`config.mk`:
```
export PLATFORM = sky130hd
export DESIGN_NAME = busmaster_regs
export DESIGN_NICKNAME = d
export VERILOG_FILES = /design/src/rtl/bmr_pkg.sv /design/src/rtl/bmr_decode.sv /design/src/rtl/bmr_channel.sv /design/src/rtl/bmr_mode_irq.sv /design/src/rtl/busmaster_regs.sv
export SDC_FILE = /design/constraint.sdc
export NUM_CORES = 1
export LEC_CHECK = 0
export CORE_MARGIN = 1
export CORE_UTILIZATION = 49
export CTS_CLUSTER_SIZE = 10
export DETAILED_ROUTE_END_ITERATION = 6
export PLACE_DENSITY = 0.81
export SYNTH_ARGS = -nofsm -noshare
export SYNTH_HDL_FRONTEND = slang
export SYNTH_SLANG_ARGS = --single-unit
```
`constraint.sdc`:
```
create_clock -name clk -period 2.6 [get_ports clk]
set_clock_uncertainty 0.1 [all_clocks]
set_input_delay 0.52 -clock clk [delete_from_list [all_inputs] [get_ports clk]]
set_output_delay 0.52 -clock clk [all_outputs]
set_load 0.02 [all_outputs]
```
`src/rtl/bmr_pkg.sv`:
```
package bmr_pkg;

  localparam int NUM_CH   = 2;
  localparam int BYTE_W   = 8;
  localparam int TBL_B    = 4;
  localparam int TBL_W    = TBL_B * BYTE_W;
  localparam int ADDR_W   = 4;
  localparam int CH_BIT   = ADDR_W - 1;

  typedef enum logic [1:0] {
    SEL_CMD  = 2'd0,
    SEL_MODE = 2'd1,
    SEL_STAT = 2'd2,
    SEL_TIME = 2'd3
  } ctl_sel_e;

  typedef struct packed {
    logic       ch;
    logic       is_tbl;
    ctl_sel_e   sel;
    logic       byte_ok;
    logic [1:0] off;
    logic [3:0] lanes;
  } dec_t;

  // number of bytes an access touches, as a lane pattern at offset 0
  function automatic logic [3:0] size_pattern(input logic [1:0] sz);
    case (sz)
      2'd0:    return 4'b0001;
      2'd1:    return 4'b0011;
      default: return 4'b1111;
    endcase
  endfunction

  function automatic logic [3:0] lane_mask(input logic [1:0] off, input logic [1:0] sz);
    logic [6:0] wide;
    wide = {3'b000, size_pattern(sz)} << off;
    return wide[3:0];
  endfunction

  function automatic logic [TBL_W-1:0] ones_of(input logic [1:0] sz);
    logic [TBL_W-1:0] r;
    logic [3:0] p;
    p = size_pattern(sz);
    for (int k = 0; k < TBL_B; k++) r[k*BYTE_W +: BYTE_W] = {BYTE_W{p[k]}};
    return r;
  endfunction

  // stored status bits 6:1; bits 4:3 never hold anything
  function automatic logic [6:1] status_upd(input logic [6:1] old, input logic wr,
                                            input logic [7:0] w, input logic err,
                                            input logic done);
    logic [6:1] r;
    r = old;
    if (wr) begin
      r[6:5] = w[6:5];
      r[2:1] = old[2:1] & ~w[2:1];
    end
    r[1]   = r[1] | err;
    r[2]   = r[2] | done;
    r[4:3] = 2'b00;
    return r;
  endfunction

  function automatic logic [TBL_W-1:0] table_upd(input logic [TBL_W-1:0] old,
                                                 input logic [TBL_W-1:0] wsh,
                                                 input logic [3:0] lanes);
    logic [TBL_W-1:0] r;
    r = old;
    for (int k = 0; k < TBL_B; k++)
      if (lanes[k]) r[k*BYTE_W +: BYTE_W] = wsh[k*BYTE_W +: BYTE_W];
    r[1:0] = 2'b00;
    return r;
  endfunction

endpackage

```
`src/rtl/bmr_decode.sv`:
```
module bmr_decode
  import bmr_pkg::*;
(
  input  logic [ADDR_W-1:0] addr,
  input  logic [1:0]        size,
  output dec_t              dec
);
  always_comb begin
    dec.ch      = addr[CH_BIT];
    dec.is_tbl  = addr[2];
    dec.sel     = ctl_sel_e'(addr[1:0]);
    dec.byte_ok = (size == 2'd0);
    dec.off     = addr[1:0];
    dec.lanes   = addr[2] ? lane_mask(addr[1:0], size) : 4'b0000;
  end
endmodule

```
`src/rtl/bmr_channel.sv`:
```
module bmr_channel
  import bmr_pkg::*;
(
  input  logic              clk,
  input  logic              rst_n,
  input  logic              wr_cmd,
  input  logic              wr_stat,
  input  logic              wr_time,
  input  logic [3:0]        tbl_lanes,
  input  logic [BYTE_W-1:0] wbyte,
  input  logic [TBL_W-1:0]  wsh,
  input  logic              dma_active,
  input  logic              err_evt,
  input  logic              done_evt,
  output logic [BYTE_W-1:0] cmd_rd,
  output logic [BYTE_W-1:0] stat_rd,
  output logic [BYTE_W-1:0] time_rd,
  output logic [TBL_W-1:0]  tbl_q,
  output logic              start_o,
  output logic              stop_o,
  output logic              dir_o
);
  logic              run_q;
  logic              dir_q;
  logic [6:1]        stat_q;
  logic [BYTE_W-1:0] time_q;
  logic              start_q;
  logic              stop_q;
  logic              run_rise;
  logic              run_fall;

  assign run_rise = wr_cmd &  wbyte[0] & ~run_q;
  assign run_fall = wr_cmd & ~wbyte[0] &  run_q;

  always_ff @(posedge clk) begin
    if (!rst_n) begin
      run_q   <= 1'b0;
      dir_q   <= 1'b0;
      start_q <= 1'b0;
      stop_q  <= 1'b0;
    end else begin
      start_q <= run_rise;
      stop_q  <= run_fall;
      if (wr_cmd) begin
        run_q <= wbyte[0];
        dir_q <= wbyte[3];
      end
    end
  end

  always_ff @(posedge clk) begin
    if (!rst_n) begin
      stat_q <= '0;
      time_q <= '0;
      tbl_q  <= '0;
    end else begin
      stat_q <= status_upd(stat_q, wr_stat, wbyte, err_evt, done_evt);
      if (wr_time) time_q <= wbyte;
      if (|tbl_lanes) tbl_q <= table_upd(tbl_q, wsh, tbl_lanes);
    end
  end

  assign cmd_rd  = {4'b0000, dir_q, 2'b00, run_q};
  assign stat_rd = {1'b0, stat_q, dma_active};
  assign time_rd = time_q;
  assign start_o = start_q;
  assign stop_o  = stop_q;
  assign dir_o   = dir_q;
endmodule

```
`src/rtl/bmr_mode_irq.sv`:
```
module bmr_mode_irq
  import bmr_pkg::*;
(
  input  logic              clk,
  input  logic              rst_n,
  input  logic              wr_mode,
  input  logic [BYTE_W-1:0] wbyte,
  input  logic [NUM_CH-1:0] irq_in,
  output logic [BYTE_W-1:0] mode_rd,
  output logic [NUM_CH-1:0] mask_q,
  output logic              irq_out
);
  logic [NUM_CH-1:0] pend_q;
  logic [NUM_CH-1:0] live;

  always_ff @(posedge clk) begin
    if (!rst_n) begin
      pend_q <= '0;
      mask_q <= '0;
    end else begin
      pend_q <= irq_in;
      if (wr_mode) mask_q <= wbyte[5:4];
    end
  end

  assign live    = pend_q & ~mask_q;
  assign irq_out = |live;
  assign mode_rd = {2'b00, mask_q, pend_q, 2'b00};
endmodule

```
`src/rtl/busmaster_regs.sv`:
```
module busmaster_regs
  import bmr_pkg::*;
(
  input  logic                    clk,
  input  logic                    rst_n,
  input  logic                    acc_wr,
  input  logic [3:0]              acc_addr,
  input  logic [1:0]              acc_size,
  input  logic [31:0]             acc_wdata,
  output logic [31:0]             acc_rdata,
  input  logic [1:0]              ch_irq_in,
  input  logic [1:0]              ch_dma_active,
  input  logic [1:0]              ch_err_evt,
  input  logic [1:0]              ch_done_evt,
  output logic [1:0]              dma_start,
  output logic [1:0]              dma_stop,
  output logic [1:0]              dma_dir,
  output logic [63:0]             prd_base,
  output logic                    pci_irq
);
  dec_t              dec;
  logic              ctl_byte_wr;
  logic              ctl_wide_wr;
  logic              wr_mode;
  logic [TBL_W-1:0]  wsh;
  logic [NUM_CH-1:0] mask_q;
  logic [BYTE_W-1:0] mode_rd;
  logic [BYTE_W-1:0] cmd_rd  [NUM_CH];
  logic [BYTE_W-1:0] stat_rd [NUM_CH];
  logic [BYTE_W-1:0] time_rd [NUM_CH];
  logic [TBL_W-1:0]  tbl_q   [NUM_CH];
  logic [NUM_CH*BYTE_W-1:0] timing_flat;

  bmr_decode i_dec (
    .addr (acc_addr),
    .size (acc_size),
    .dec  (dec)
  );

  assign ctl_byte_wr = acc_wr & ~dec.is_tbl &  dec.byte_ok;
  assign ctl_wide_wr = acc_wr & ~dec.is_tbl & ~dec.byte_ok;
  assign wr_mode     = ctl_byte_wr & (dec.sel == SEL_MODE);
  assign wsh         = acc_wdata << {dec.off, 3'b000};

  for (genvar c = 0; c < NUM_CH; c++) begin : g_ch
    logic here;
    assign here = (dec.ch == c[0]);

    bmr_channel i_chan (
      .clk        (clk),
      .rst_n      (rst_n),
      .wr_cmd     (ctl_byte_wr & here & (dec.sel == SEL_CMD)),
      .wr_stat    (ctl_byte_wr & here & (dec.sel == SEL_STAT)),
      .wr_time    (ctl_byte_wr & here & (dec.sel == SEL_TIME)),
      .tbl_lanes  ((acc_wr & here) ? dec.lanes : 4'b0000),
      .wbyte      (acc_wdata[BYTE_W-1:0]),
      .wsh        (wsh),
      .dma_active (ch_dma_active[c]),
      .err_evt    (ch_err_evt[c]),
      .done_evt   (ch_done_evt[c]),
      .cmd_rd     (cmd_rd[c]),
      .stat_rd    (stat_rd[c]),
      .time_rd    (time_rd[c]),
      .tbl_q      (tbl_q[c]),
      .start_o    (dma_start[c]),
      .stop_o     (dma_stop[c]),
      .dir_o      (dma_dir[c])
    );

    assign prd_base[c*TBL_W +: TBL_W]       = tbl_q[c];
    assign timing_flat[c*BYTE_W +: BYTE_W]  = time_rd[c];
  end

  bmr_mode_irq i_mode (
    .clk     (clk),
    .rst_n   (rst_n),
    .wr_mode (wr_mode),
    .wbyte   (acc_wdata[BYTE_W-1:0]),
    .irq_in  (ch_irq_in),
    .mode_rd (mode_rd),
    .mask_q  (mask_q),
    .irq_out (pci_irq)
  );

  always_comb begin
    logic [BYTE_W-1:0] b;
    case (dec.sel)
      SEL_CMD:  b = cmd_rd[dec.ch];
      SEL_MODE: b = mode_rd;
      SEL_STAT: b = stat_rd[dec.ch];
      default:  b = time_rd[dec.ch];
    endcase
    if (dec.is_tbl)
      acc_rdata = (tbl_q[dec.ch] >> {dec.off, 3'b000}) & ones_of(acc_size);
    else if (!dec.byte_ok)
      acc_rdata = ones_of(acc_size);
    else
      acc_rdata = {{(TBL_W-BYTE_W){1'b0}}, b};
  end
endmodule

```
==> run metrics, run 1 <==
status=completed; Leak=3.51 nW; fmax=389 MHz; HP Start=g_ch[1].i_chan.stat_q[1]$_SDFF_PN0_; Overall Global Routing Usage=33.0%; Layout area overhead=44.0%; GPL Wtd Cong=~0.92; placed cell areas=roughly 7700 sq um; r2r startpoint=g_ch[0].i_chan.tbl_q[27]$_SDFFE_PN0P_; post-synthesis instance total=566; CTS tree=done; Pwr Total=3.63 mW; combinational family with the most area after synthesis=multiplexers; VDD IR max=0.339 mV; DR vias/cell=5.98; Netlist cell types=a little over 40; I/O Pins=between 150 and 200; dpl hpwl=around 14000 microns; crit share post-route=between 90% and 100%; FFs w/ async S/R, synth=0%; Yosys reg bits=96; mux cell area share after synthesis=30.7%; final setup vio count=0; GRT overflow=0; Worst Path Required=~2 ns; Via Count=5342; Psw=1.00 mW; Post-Synth XOR/XNOR Area=0%; Max FO, Critical Path=8; Avg WL per Cell=21.2 microns; register share of total power=a little over two fifths; RSZ-0062 raised after global routing=false; TritonCTS buffer count=9; maxcap violations=0; clock group share of total power=35.1%; Sink Count=96; synth top area cells=dfxtp_1 (34%), mux2i_1 (18%), mux4_2 (10%); Synth Flop Type=dfxtp_1; design area=8060 sq um; YS warnings=0; Sw Ratio=27.6%; WP data arrival=1.95 ns; drt pass-1 iters=5; cts hold-fix bufs=0; vias in the first global route=5533; num rows=38; antenna violations before repair=0; PortBufs=147; CP Capture Type=primary output; drt initial violations=430; Worst-path clk slew=0.06 ns; largest net degree at the start of global routing=69; antenna cell count=0; final net count=801; Core Region=11000 sq um; Post-Syn Area=5600 sq um; Die H=109 microns; top-area cell type share of the netlist area=34.3%; final count of hold timing violations=0; root buffer cell=clkbuf_16; max layer used=met4; H-Tree Depth=3; post-layout util=about three quarters; DRC=0; routed length on met1=~7500 microns; post-route ant nets=0; Setup crit start kind=input port; Synth area leader=dfxtp_1; pwr dens=450 nW/um^2; Hold Crit Class=reg -> reg; multi-input logic area=3420 sq um; wire length on met3=1760 microns; Met2 Routed Length=8920 microns; Setup CP Type=in -> out; Synth Area in Compound Gates=approximately 14%; Fill cells=757; final WL=19000 microns; Slew Limit Fails=0; simple-gate share of the synthesized area=between 10 and 15%; clock latency on the worst-skew pair=0.34 ns; Seq/Total Area, Yosys=between 30% and 40%; Final min period=2.57 ns; Reg area=1920 sq um; power share of the combinational group=~22%; initial core utilization=51.0%; CP startpoint=acc_addr[0]; Mean Syn Cell Area=just under 10 sq um; global-route wire length before repair=29200 microns; Die Area=approximately 12000 sq um; clock buffer depth=2; die width=around 110 microns; EDFF count, synth=0; share of cells above drive strength 1=23.7%; post-synthesis adder-cell area fraction=0%; P_int=between 2 and 3 mW
through the flow:
stage / hold WS (ns) / setup slack, ns / cells / TNS [ns]
6_report: 0.403 / 0.0260 / 894 / 0
5_1_grt: 0.420 / 0.00908 / 894 / 0
4_1_cts: 0.405 / -0.165 / 894 / -0.322
3_5_place_dp: 0.396 / -0.655 / 881 / -14.88
3_3_place_gp: 0.367 / -0.600 / 881 / -14.20
2_1_floorplan: 0.347 / 0.00192 / 569 / 0
cell usage after synthesis (all sizes together) (6+ instances only):
cell,instances
nor3,10
inv,14
o21a,6
clkbuf,23
dfxtp,96
o211a,32
buf,34
mux2,13
a22oi,11
a21oi,18
o21ai,31
nor2,16
nand2,46
nor2b,57
mux4,25
mux2i,101
per-layer routing:
layer / vias up / track usage (%)
met4: 0 / 17.9
met5: - / 0
met3: 72 / 6.46
li1: 2402 / -
met2: 333 / 52.7
met1: 2535 / 42.0
what timing repair did:
item / 4_1_cts / 5_1_grt
endpoints found under the setup margin: 32 / 21
gates resized for setup: 94 / 34
pin swaps: 0 / 4
buffers inserted: 0 / 0
state kept, by name, summed over array words and instances (netlist names):
signal,count
g_ch.i_chan.tbl_q,60
g_ch.i_chan.dir_o,2
g_ch.i_chan.run_q,2
g_ch.i_chan.start_o,2
g_ch.i_chan.stop_o,2
g_ch.i_chan.time_rd,16
i_mode.mask_q,2
i_mode.pend_q,2
g_ch.i_chan.stat_q,8
cells in the final DEF, fill, tap and decap left out, types with 10 or more instances in the layout:
cell	n
mux2i_1	100
inv_1	14
o211a_1	32
nor2b_1	57
clkdlybuf4s15_2	11
mux2_2	13
buf_12	10
mux4_2	25
o21ai_0	25
nor2_1	14
dfxtp_1	96
clkdlybuf4s50_1	108
nand2_1	46
buf_4	65
a21oi_1	13
a22oi_1	11
area by class of cell:
cell class,instances,share of cell area [%]
Clock inverter,4,0.605
Timing Repair Buffer,229,27.4
Clock buffer,9,2.79
Multi-Input combinational cell,402,42.5
Tap cell,140,2.17
Sequential cell,96,23.8
Inverter,14,0.652
critical path, stage by stage:
cell and delay (ns):
buf_6 0.16, buf_12 0.14, mux4_2 0.51, mux2i_2 0.20, a22oi_1 0.14, clkdlybuf4s15_2 0.28
cells by family after synthesis:
logic type      after synthesis
simple gates                148
mux                         139
compound gates              111
flops                        96
buf+inv                      71
other cells                   1
power by group through the flow:
stage / sequential [mW] / clock [mW] / combinational [mW]
after CTS: 1.55 / 1.28 / 0.794
after global routing: 1.55 / 1.34 / 0.852
after detailed placement: 1.58 / 0 / 0.800
after floorplan: 1.60 / 0 / 0.385
after global placement: 1.58 / 0 / 0.788
final: 1.55 / 1.27 / 0.810
path summary, 6_finish.rpt:
check	cells after the start	to	slack (ns)
setup / recovery	6	acc_rdata[3]	0.03
hold reg to reg	2	g_ch[1].i_chan.stat_q[1]$_SDFF_PN0_	0.40
hold / removal	2	g_ch[1].i_chan.stat_q[1]$_SDFF_PN0_	0.40
setup reg to reg	3	g_ch[0].i_chan.tbl_q[27]$_SDFFE_PN0P_	1.73
(Power assumes the default switching activity.)
==> inputs of run 2 (changes only) <==
--- a/config.mk
+++ b/config.mk
@@ -5,6 +5,7 @@
 export SDC_FILE = /design/constraint.sdc
 export NUM_CORES = 1
 export LEC_CHECK = 0
+export ABC_AREA = 1
 export CORE_MARGIN = 1
 export CORE_UTILIZATION = 49
 export CTS_CLUSTER_SIZE = 10
==> run metrics, run 2 <==
status=completed; design area=8120 sq um (+0.70%); Biggest register=g_ch.i_chan.tbl_q; Synth Flop Type=dfxtp_1; VDD IR max=0.404 mV (+19%); Overall Global Routing Usage=35.5% (+2.4 points); GRT overflow=0 (unchanged); WP data arrival=1.93 ns (-0.02 ns); worst-case reg-to-reg path depth=3 (unchanged); EDFF count, synth=0 (unchanged); DR vias/cell=5.28 (-12%); most used cell, CP=buf_4; most frequent cell after synthesis=nand2_1; Max FO, Critical Path=7 (-1); top-area cell type share of the netlist area=33.9% (-0.47 points); YS warnings=0 (unchanged); WP depth=6 (unchanged); root buffer cell=clkbuf_16; delay-heaviest family, CP=buffers and inverters; Die Area=12000 sq um (+1.4%); TritonCTS buffer count=9 (unchanged); CP Capture Type=primary output; Via Count=6816 (+28%); post-route ant nets=0 (unchanged); fmax=392 MHz (+0.89%); Final min period=2.55 ns (-0.0227 ns); largest net degree at the start of global routing=82 (+19%); DRC=0 (unchanged); worst slew pin tran=0.767 ns; multi-input logic area=3100 sq um (-9.5%); I/O Pins=152 (unchanged); PortBufs=147 (unchanged); Netlist cell types=31 (-24%); Synth area leader=dfxtp_1; final WL=20900 microns (+9.9%); final setup vio count=0 (unchanged); placed cell areas=7690 sq um (-0.32%); Layout area overhead=43.0%; commonest non-fill, non-tap cells in the layout=nand2_1 (314), nor2_1 (155), clkdlybuf4s50_1 (109); CP Buf/Inv Count=4 (+1); pwr dens=461 nW/um^2 (+2.4%); RSZ-0062 raised after global routing=false; global-route wire length before repair=31600 microns (+8.3%); Leak=3.82 nW (+8.7%); Sink Count=96 (unchanged); crit share post-route=98.1% (-0.87 points); CTS tree=done; share of cells above drive strength 1=16.6% (-7.1 points); Seq/Total Area, Yosys=33.9% (-0.47 points); Avg WL per Cell=16.2 microns (-24%); Mean Syn Cell Area=6.05 sq um (-39%); Slew Limit Fails=0 (unchanged); placed insts=1258 (+43%); initial core utilization=51.2% (+0.26 points); clock buffer depth=2 (unchanged); vias in the first global route=6172 (+12%); Fill cells=930 (+23%); dpl hpwl=15700 microns (+14%); GPL Wtd Cong=0.962 (+4.2%); die width=110 microns (+0.68%); Hold Crit Class=reg -> reg; Worst-path clk slew=0.07 ns (about the same); synth top area cells=dfxtp_1 (34%), nand2_1 (21%), nor2_1 (11%); Worst Path Required=1.98 ns (about the same); Reg area=1920 sq um (unchanged); num rows=38 (unchanged); relative slew slack=around half; Setup CP Type=in -> out; H-Tree Depth=3 (unchanged); final std cells w/o fill=1290 (+44%); Core Region=11100 sq um (+0.87%); Max stage delay on crit path=0.60 ns (+0.09 ns); FFs w/ async S/R, synth=0% (unchanged); Die H=110 microns (+0.68%); max reg flops=60 (unchanged); Yosys reg bits=96 (unchanged); clock latency on the worst-skew pair=0.35 ns (about the same); Hold Path Stages=1 (-1); slowest CP cell=clkdlybuf4s50_1; final count of hold timing violations=0 (unchanged); most common cell after layout, fill and taps aside=nand2_1; antenna cell count=0 (unchanged); antenna violations before repair=0 (unchanged); crit-path cells=clkdlybuf4s50_1 > nor2_4 > buf_4 > buf_4 > a31oi_1 > buf_2; commonest cells in the netlist=nand2_1 (315), nor2_1 (159), dfxtp_1 (96), inv_1 (96), o21ai_0 (62); post-synthesis instance total=938 (+66%); drt initial violations=635 (+48%); Setup crit start kind=input port; Post-Syn Area=5680 sq um (+1.4%); maxcap violations=0 (unchanged); drt pass-1 iters=5 (unchanged); final net count=1194 (+49%)
## run 2: final timing paths
kind / startpoint / slack [ns] / to
max: acc_size[0] / 0.05 / acc_rdata[11]
min: g_ch[0].i_chan.run_q$_SDFFE_PN0P_ / 0.36 / g_ch[0].i_chan.start_o$_SDFF_PN0_
max reg2reg: g_ch[1].i_chan.run_q$_SDFFE_PN0P_ / 1.54 / g_ch[1].i_chan.stop_o$_SDFF_PN0_
min reg2reg: g_ch[0].i_chan.run_q$_SDFFE_PN0P_ / 0.36 / g_ch[0].i_chan.start_o$_SDFF_PN0_
## run 2: timing repair
| item | CTS | global route |
|---|---|---|
| hold buffers | 0 | 0 |
| buffers inserted | 6 | 8 |
| cloned | 1 | 1 |
| pin swaps | 6 | 10 |
| gates resized for setup | 138 | 20 |
| endpoints found under the setup margin | 32 | 29 |
## run 2: cells by family after synthesis
group	after synthesis	synth area share, %
buffers and inverters	161	12.8
AND/OR/NAND/NOR	553	41.4
other	1	0.0661
flip-flops	96	33.9
AO/OA/AOI/OAI	127	11.9
## run 2: per-stage QoR
| step | power, mW | hold WS, ns | setup WS (ns) | utilization, % | TNS, ns |
|---|---|---|---|---|---|
| 2_1_floorplan | 2.03 | 0.314 | 0.355 | - | 0 |
| 3_3_place_gp | 2.47 | 0.339 | -0.580 | 69.4 | -14.11 |
| 3_5_place_dp | 2.48 | 0.335 | -0.586 | 69.4 | -14.47 |
| 4_1_cts | 3.71 | 0.349 | -0.0427 | 72.3 | -0.0457 |
| 5_1_grt | 3.88 | 0.362 | 0.0273 | 73.3 | 0 |
| 6_report | 3.74 | 0.358 | 0.0487 | 73.3 | 0 |
## run 2: routing by layer
| layer | vias up | routed length (microns) | GRT usage [%] |
|---|---|---|---|
| li1 | 3311 | - | - |
| met3 | 78 | 1840 | 7.53 |
| met1 | 3057 | 8670 | 45.4 |
| met2 | 370 | 9280 | 55.0 |
| met4 | 0 | 1060 | 20.7 |
| met5 | - | 0 | 0 |
## run 2: layout make-up
| type | instances | share of cell area (%) |
|---|---|---|
| multi-input combinational | 684 | 38.2 |
| tap | 140 | 2.16 |
| inverter | 105 | 5.01 |
| clock buffer | 12 | 3.04 |
| sequential | 96 | 23.7 |
| timing repair buffer | 249 | 27.6 |
| clock inverter | 4 | 0.355 |
## run 2: power breakdown
group	switching (mW)	internal [mW]	total (mW)
Sequential	0.0340	1.51	1.55
Combinational	0.540	0.384	0.924
Clock	0.592	0.678	1.27
